===== src/rtl/ilv_pkg.sv =====
// Shared types for the interleaved refill sequencer.
// Assumes: nothing beyond SystemVerilog 2017.
package ilv_pkg;
    typedef enum logic [1:0] {
        ST_IDLE = 2'd0,   // waiting for a request
        ST_ADDR = 2'd1,   // address bus cycle
        ST_ACC  = 2'd2,   // parallel bank access
        ST_XFER = 2'd3    // streaming words back
    } fetch_st_t;
endpackage


===== src/rtl/ilv_bus_tick.sv =====
// Bus-cycle enable generator: produces a one-core-cycle pulse every DIV
// core cycles. Assumes DIV >= 1; with DIV == 1 the pulse is always high.
module ilv_bus_tick #(
    parameter int DIV = 4
) (
    input  logic clk,
    input  logic rst_n,
    output logic tick
);
    localparam int CW = (DIV > 1) ? $clog2(DIV) : 1;

    generate
        if (DIV > 1) begin : g_div
            logic [CW-1:0] cnt_q;

            // Free-running divide counter, wraps at DIV-1.
            always_ff @(posedge clk) begin
                if (!rst_n)
                    cnt_q <= '0;
                else if (cnt_q == CW'(DIV - 1))
                    cnt_q <= '0;
                else
                    cnt_q <= cnt_q + 1'b1;
            end

            assign tick = (cnt_q == CW'(DIV - 1));

            assert_tick_gap_R2: assert property (@(posedge clk) disable iff (!rst_n)
                tick |=> !tick);
        end else begin : g_pass
            assign tick = 1'b1;
        end
    endgenerate
endmodule


===== src/rtl/ilv_bank.sv =====
// One word-wide memory bank with a single write port and a registered
// read port. Assumes the caller issues rd_en and wr_en only on bus ticks.
// The storage itself is not reset.
module ilv_bank #(
    parameter int WORD_W = 32,
    parameter int ROWS   = 16,
    parameter int ROW_W  = (ROWS > 1) ? $clog2(ROWS) : 1
) (
    input  logic              clk,
    input  logic              rst_n,
    input  logic              wr_en,
    input  logic [ROW_W-1:0]  wr_row,
    input  logic [WORD_W-1:0] wr_data,
    input  logic              rd_en,
    input  logic [ROW_W-1:0]  rd_row,
    output logic [WORD_W-1:0] rd_data
);
    logic [WORD_W-1:0] mem_q [ROWS];

    // Storage write port.
    always_ff @(posedge clk) begin
        if (wr_en)
            mem_q[wr_row] <= wr_data;
    end

    // Registered read: captures the row at the end of the access phase.
    always_ff @(posedge clk) begin
        if (!rst_n)
            rd_data <= '0;
        else if (rd_en)
            rd_data <= mem_q[rd_row];
    end
endmodule


===== src/rtl/ilv_fetch_seq.sv =====
// Interleaved block-refill sequencer. It accepts a word address while
// idle, spends one bus cycle on the address, runs a parallel access of
// ACC_CYC bus cycles on all banks, and then returns NBANK words one per
// bus cycle. Assumes NBANK is a power of two (4 by default) and that the
// requester samples rsp_* on bus_tick.
module ilv_fetch_seq
    import ilv_pkg::*;
#(
    parameter int WORD_W  = 32,
    parameter int ROWS    = 16,
    parameter int ACC_CYC = 15,
    parameter int CLK_DIV = 4,
    parameter int NBANK   = 4,
    localparam int SEL_W  = $clog2(NBANK),
    localparam int ROW_W  = (ROWS > 1) ? $clog2(ROWS) : 1,
    localparam int ADDR_W = ROW_W + SEL_W
) (
    input  logic              clk,
    input  logic              rst_n,
    input  logic              req_valid,
    input  logic [ADDR_W-1:0] req_addr,
    output logic              req_ready,
    input  logic              wr_valid,
    input  logic [ADDR_W-1:0] wr_addr,
    input  logic [WORD_W-1:0] wr_data,
    output logic              rsp_valid,
    output logic [WORD_W-1:0] rsp_data,
    output logic [SEL_W-1:0]  rsp_idx,
    output logic              rsp_last,
    output logic              busy,
    output logic              bus_tick
);
    localparam int ACC_W = (ACC_CYC > 1) ? $clog2(ACC_CYC) : 1;
    localparam int TOTAL = 1 + ACC_CYC + NBANK;
    localparam int TOT_W = $clog2(TOTAL + 1);

    fetch_st_t         state_q;
    logic [ACC_W-1:0]  acc_q;
    logic [ROW_W-1:0]  row_q;
    logic [SEL_W-1:0]  idx_q;
    logic              accept;
    logic              acc_done;
    logic              wr_go;
    logic [SEL_W-1:0]  unused_lo;
    logic [WORD_W-1:0] bank_q [NBANK];

    assign unused_lo = req_addr[SEL_W-1:0];

    ilv_bus_tick #(.DIV(CLK_DIV)) u_tick (
        .clk   (clk),
        .rst_n (rst_n),
        .tick  (bus_tick)
    );

    assign accept   = bus_tick && (state_q == ST_IDLE) && req_valid;
    assign acc_done = bus_tick && (state_q == ST_ACC) && (acc_q == ACC_W'(ACC_CYC - 1));
    assign wr_go    = bus_tick && (state_q == ST_IDLE) && wr_valid;

    // Refill sequencing: address, parallel access, then word stream.
    always_ff @(posedge clk) begin
        if (!rst_n) begin
            state_q <= ST_IDLE;
            acc_q   <= '0;
            row_q   <= '0;
            idx_q   <= '0;
        end else if (bus_tick) begin
            case (state_q)
                ST_IDLE: if (req_valid) begin
                    state_q <= ST_ADDR;
                    row_q   <= req_addr[ADDR_W-1:SEL_W];
                end
                ST_ADDR: begin
                    state_q <= ST_ACC;
                    acc_q   <= '0;
                end
                ST_ACC: if (acc_q == ACC_W'(ACC_CYC - 1)) begin
                    state_q <= ST_XFER;
                    idx_q   <= '0;
                end else begin
                    acc_q <= acc_q + 1'b1;
                end
                default: if (idx_q == SEL_W'(NBANK - 1)) begin
                    state_q <= ST_IDLE;
                end else begin
                    idx_q <= idx_q + 1'b1;
                end
            endcase
        end
    end

    generate
        for (genvar b = 0; b < NBANK; b++) begin : g_bank
            ilv_bank #(.WORD_W(WORD_W), .ROWS(ROWS), .ROW_W(ROW_W)) u_bank (
                .clk     (clk),
                .rst_n   (rst_n),
                .wr_en   (wr_go && (wr_addr[SEL_W-1:0] == SEL_W'(b))),
                .wr_row  (wr_addr[ADDR_W-1:SEL_W]),
                .wr_data (wr_data),
                .rd_en   (acc_done),
                .rd_row  (row_q),
                .rd_data (bank_q[b])
            );
        end
    endgenerate

    assign busy      = (state_q != ST_IDLE);
    assign req_ready = (state_q == ST_IDLE);
    assign rsp_valid = (state_q == ST_XFER);
    assign rsp_idx   = idx_q;
    assign rsp_last  = (state_q == ST_XFER) && (idx_q == SEL_W'(NBANK - 1));
    assign rsp_data  = bank_q[idx_q];

    // Checker counter: bus ticks since the accept tick.
    logic [TOT_W-1:0] chk_ticks_q;
    always_ff @(posedge clk) begin
        if (!rst_n)
            chk_ticks_q <= '0;
        else if (accept)
            chk_ticks_q <= '0;
        else if (bus_tick && busy)
            chk_ticks_q <= chk_ticks_q + 1'b1;
    end

    assert_rsp_in_busy_R9: assert property (@(posedge clk) disable iff (!rst_n)
        rsp_valid |-> busy);

    assert_last_idx_R7: assert property (@(posedge clk) disable iff (!rst_n)
        rsp_last |-> (rsp_valid && rsp_idx == SEL_W'(NBANK - 1)));

    assert_accept_tick_R3: assert property (@(posedge clk) disable iff (!rst_n)
        $rose(busy) |-> $past(bus_tick && req_valid));

    assert_hold_off_tick_R2: assert property (@(posedge clk) disable iff (!rst_n)
        !bus_tick |=> ($stable(busy) && $stable(rsp_idx) && $stable(rsp_valid)));

    assert_total_len_R6: assert property (@(posedge clk) disable iff (!rst_n)
        (bus_tick && rsp_last) |-> (chk_ticks_q == TOT_W'(TOTAL - 1)));
endmodule


===== config.mk =====
export PLATFORM = sky130hd
export DESIGN_NAME = ilv_fetch_seq
export DESIGN_NICKNAME = d
export VERILOG_FILES = /design/src/rtl/ilv_pkg.sv /design/src/rtl/ilv_bus_tick.sv /design/src/rtl/ilv_bank.sv /design/src/rtl/ilv_fetch_seq.sv
export SDC_FILE = /design/constraint.sdc
export NUM_CORES = 2
export LEC_CHECK = 0
export BUFFER_PORTS_ARGS = -buffer_cell sky130_fd_sc_hd__buf_2
export CAP_MARGIN = 10
export CELL_PAD_IN_SITES_DETAIL_PLACEMENT = 2
export CELL_PAD_IN_SITES_GLOBAL_PLACEMENT = 2
export CORE_UTILIZATION = 54
export DETAILED_ROUTE_END_ITERATION = 10
export PLACE_DENSITY_LB_ADDON = 0.1
export SLEW_MARGIN = 5
export SYNTH_ARGS = -nofsm -noshare
export SYNTH_HDL_FRONTEND = slang
export SYNTH_SLANG_ARGS = --single-unit

===== constraint.sdc =====
create_clock -name clk -period 10.1 [get_ports clk]
set_input_delay 1.01 -clock clk [delete_from_list [all_inputs] [get_ports clk]]
set_output_delay 1.01 -clock clk [all_outputs]
set_load 0.02 [all_outputs]

==> impl_results.md, run 1 <==
* Number of synthesized flops with an enable pin at 2048
* Halt Stage: detailed placement (3_5_place_dp)
* DP HPWL at 152.4 mm
* Async SR Flop Fraction at 0%
* IO Port Bufs at 84
* Post-synth top area share at 74.17%
* Cell taking the most area after synthesis: edfxtp_1
* Syn avg cell area at 21.98 µm²
* Warnings from Yosys at 0
* Std cell rows at 143
* Cell area after synthesis at 82920 µm²
* Post-synthesis register bit count at 2190
* Chip width at 393.9 µm
* Status: did not finish
* Starting density of the core at 54.46%
* Main synth FF type: edfxtp_1
* Number of library cell types mapped by synthesis at 42
* Run Error: [ERROR DPL-0033] detailed placement checks failed during check placement.
* Io pins at 87
* Synthesized Nets at 3832
* Largest cells by area after synthesis: edfxtp_1 (74%), mux4_2 (14%), dfxtp_1 (3.4%), mux2i_1 (3.4%), o221ai_1 (0.82%)
* RD Place Congestion at 0.7669
* Most frequent cell after synthesis: edfxtp_1
* Synthesized instance count at 3773
* Die height at 393.9 µm
* Synth cell count leaders: edfxtp_1 (2048), mux4_2 (502), mux2i_1 (284), dfxtp_1 (142), nor2_1 (136)
* Sequential fraction of the synthesis area at 77.59%
==> cells by family after synthesis <==
| logic type | after synthesis | share of synthesized area (%) |
|---|---|---|
| adders and majority gates | 11 | 0.1660 |
| AOI/OAI and AO/OA | 193 | 1.684 |
| buffers and inverters | 231 | 1.314 |
| DFF | 2190 | 77.59 |
| muxes | 787 | 17.08 |
| and+or+nand+nor | 361 | 2.165 |
==> per-stage QoR <==
| stage | setup slack [ns] | cell area [µm²] | instances |
|---|---|---|---|
| global placement | 6.166 | 86170 | 5758 |
| floorplan | 6.511 | 82920 | 3773 |
==> run 2: changes to the inputs <==
--- a/config.mk
+++ b/config.mk
@@ -7,11 +7,9 @@
 export LEC_CHECK = 0
 export BUFFER_PORTS_ARGS = -buffer_cell sky130_fd_sc_hd__buf_2
 export CAP_MARGIN = 10
-export CELL_PAD_IN_SITES_DETAIL_PLACEMENT = 2
-export CELL_PAD_IN_SITES_GLOBAL_PLACEMENT = 2
-export CORE_UTILIZATION = 54
+export CORE_UTILIZATION = 39
 export DETAILED_ROUTE_END_ITERATION = 10
-export PLACE_DENSITY_LB_ADDON = 0.1
+export PLACE_DENSITY_LB_ADDON = 0.15
 export SLEW_MARGIN = 5
 export SYNTH_ARGS = -nofsm -noshare
 export SYNTH_HDL_FRONTEND = slang
==> run 2 against run 1 <==
Effect of this change:
- the run now ends clean
- synthesized cell count unchanged
- area after synthesis unchanged
==> impl_results.md, run 2 <==
* DRC at 0
* Root Driver: clkbuf_16
* Clk slew on worst S/H paths at 0.06 ns
* Crit path max fanout at 41
* Clk sinks at 2190
* Share of total power in the clock network at 43.9%
* Global-route wire length before repair at 315.6 mm
* Post-synthesis register bit count at 2190
* Logic pwr share at 2.0%
* Syn avg cell area at 21.98 µm²
* Cell area after synthesis at 82920 µm²
* Peak supply drop at 0.1445 mV
* Warnings from Yosys at 0
* Io pins at 87
* Crit. End Element: flip-flop
* Main synth FF type: edfxtp_1
* CORE AREA at 210400 µm²
* Largest cells by area after synthesis: edfxtp_1 (74%), mux4_2 (14%), dfxtp_1 (3.4%), mux2i_1 (3.4%), o221ai_1 (0.82%)
* Sw power at 3.705 mW
* Regs by FF count: g_bank.u_bank.mem_q: 2048 flops, g_bank.u_bank.rd_data: 128 flops
* Max cap viols at 0
* DP HPWL at 114.8 mm
* Final hold violation count at 0
* Critical path class: flip-flop to flip-flop
* Starting density of the core at 39.41%
* Crit path launch type: flip-flop
* Async SR Flop Fraction at 0%
* Worst path most repeated cell: buf_4
* Most frequent cells in the layout: edfxtp_1 (2048), mux4_2 (502), mux2i_1 (284)
* CP cell instances: inv_1 -> ha_1 -> nand3_4 -> buf_4 -> or3_4 -> buf_4 -> o221ai_1
* Largest net degree at the start of global routing at 122
* Max FFs per register at 2048
* Min Clock Period, post-route at 4.124 ns
* Place WS at 5.740 ns
* Drt pass-1 iters at 5
* Pleak at 28.14 nW
* Final period util at 40.83%
* Fmax achieved at 242.5 MHz
* Chip width at 463.1 µm
* Worst Hold Class: primary input to flip-flop
* Clock latency on the worst-skew pair at 0.86 ns
* WP data required at 10.77 ns
* Final worst setup slack at 5.976 ns
* Post-CTS Hold Buffers at 0
* Initial antenna violation count at 31
* H-tree levels at 4
* Max clock buf depth at 3
* Number of setup buffers added after CTS at 0
* Arrival time at the worst endpoint at 4.80 ns
* Switching Share at 20.20%
* Filler cells at 17685
* Pint at 14.64 mW
* Number of library cell types mapped by synthesis at 42
* CTS Buf Count at 221
* Fraction of layout cells with a size suffix above 1 at 26.37%
* Iteration-0 DRC count of the detailed router at 3908
* Via/cell ratio at 5.689
* P&R area growth vs syn at 14.00%
* CP delay by family, top: buffers and inverters
* IO Port Bufs at 84
* RD Place Congestion at 0.7825
* Slowest stage cell, crit path: buf_4
* Final-report max-slew violation count at 0
* Crit path largest cell delay at 0.92 ns
* Setup-failing EPs final at 0
* Worst relative slew slack at 15.76%
* Top reg by flops: g_bank.u_bank.mem_q
* Cell taking the most area after synthesis: edfxtp_1
* Most frequent cell after synthesis: edfxtp_1
* Routed WL at 227.7 mm
* Total Die Area at 214500 µm²
* Global-route usage over all layers at 21.10%
* Synthesized instance count at 3773
* Sequential fraction of the synthesis area at 77.59%
* Flop pwr share at 54.1%
* Status: completed
* Min Hold Slack at 0.3919 ns
* Post-synth top area share at 74.17%
* Synthesized Nets at 3832
* Commonest non-fill, non-tap cell in the layout: edfxtp_1
* Power per cell area at 194.1 nW/µm²
* Vias at 39700
* PostCTS Resize Cnt at 0
* Grt total ovfl at 0
* Clock Skews at 0.02759 ns
* Synth cell count leaders: edfxtp_1 (2048), mux4_2 (502), mux2i_1 (284), dfxtp_1 (142), nor2_1 (136)
* Final #Nets at 4026
* Die height at 463.1 µm
* Std cell rows at 168
* Number of synthesized flops with an enable pin at 2048
* Final TNS setup at 0 ns
* Routed Antenna Nets at 0
* DR WL/cell at 32.63 µm
* Vias in the first global route at 40025
* Unrepaired setup endpoints after global routing: false
* CTS tree: done
* Critical path buffers and inverters at 3
* Worst-margin pin slew at 1.264 ns
* Fin util at 44.93%
run 2: cell counts after synthesis:
Identical to the previous run, type by type.
run 2: cells by family (layout without fill, tap and decap cells):
logic type      count (synthesis)  count (layout)  share of synthesized area [%]
flops                        2190            2190                          77.59
mux                           787             787                          17.08
simple gates                  361             361                          2.165
buf+inv                       231             618                          1.314
compound gates                193             193                          1.684
fa+ha+maj                      11              11                         0.1660
other cells                     0              13                              0
run 2: tightest hold or removal path, cell delays in order:
cell	delay [ns]
buf_2	0.08
mux2i_1	0.05
nor2_1	0.07
run 2: per-layer routing:
| layer | GRT usage [%] | up-vias | share of wire [%] |
|---|---|---|---|
| met5 | 0.6462 | - | 0.098 |
| met4 | 7.571 | 6 | 3.4 |
| met3 | 3.755 | 328 | 6.2 |
| met2 | 33.45 | 1276 | 48 |
| met1 | 29.21 | 21713 | 43 |
| li1 | - | 16377 | - |
run 2: power groups by stage:
stage	clock network, mW	registers [mW]	logic [mW]
final	8.05	9.93	0.370
after global routing	8.53	9.92	0.398
after CTS	8.20	9.93	0.370
after detailed placement	0	10.1	0.370
after global placement	0	10.1	0.361
after floorplan	0	10.1	0.170
run 2: final cells by class:
class                      instances  area [µm²]  share of cell area, %
tap                             2805        3510                  3.713
clock inverter                    96       840.8                 0.8895
clock buffer                     320        6317                  6.683
timing repair buffer             195        1431                  1.514
sequential                      2190       64360                  68.08
inverter                           7       26.28                0.02780
multi-input combinational       1352       18010                  19.05
antenna                           13       32.53                0.03441
run 2: worst paths after layout:
path,from,end,slack [ns],cells after the start
worst min register to register,u_tick.g_div.cnt_q[0],u_tick.g_div.cnt_q[0],0.44,1
worst max-delay path,state_q[0],g_bank[1].u_bank.rd_data[23],5.98,7
worst min-delay path,req_addr[4],row_q[2],0.39,3
worst max register to register,state_q[0],g_bank[1].u_bank.rd_data[23],5.98,7
run 2: stage by stage:
step                      cell area (µm²)  power (mW)  instances
after floorplan                     82920       10.28       3773
after global placement              87220       10.48       6543
after detailed placement            87220       10.49       6543
after CTS                           94380       18.50       6959
after global routing                94520       18.85       6974
final                               94530       18.35       6978
Note: power is estimated with default switching activity, not from simulation.
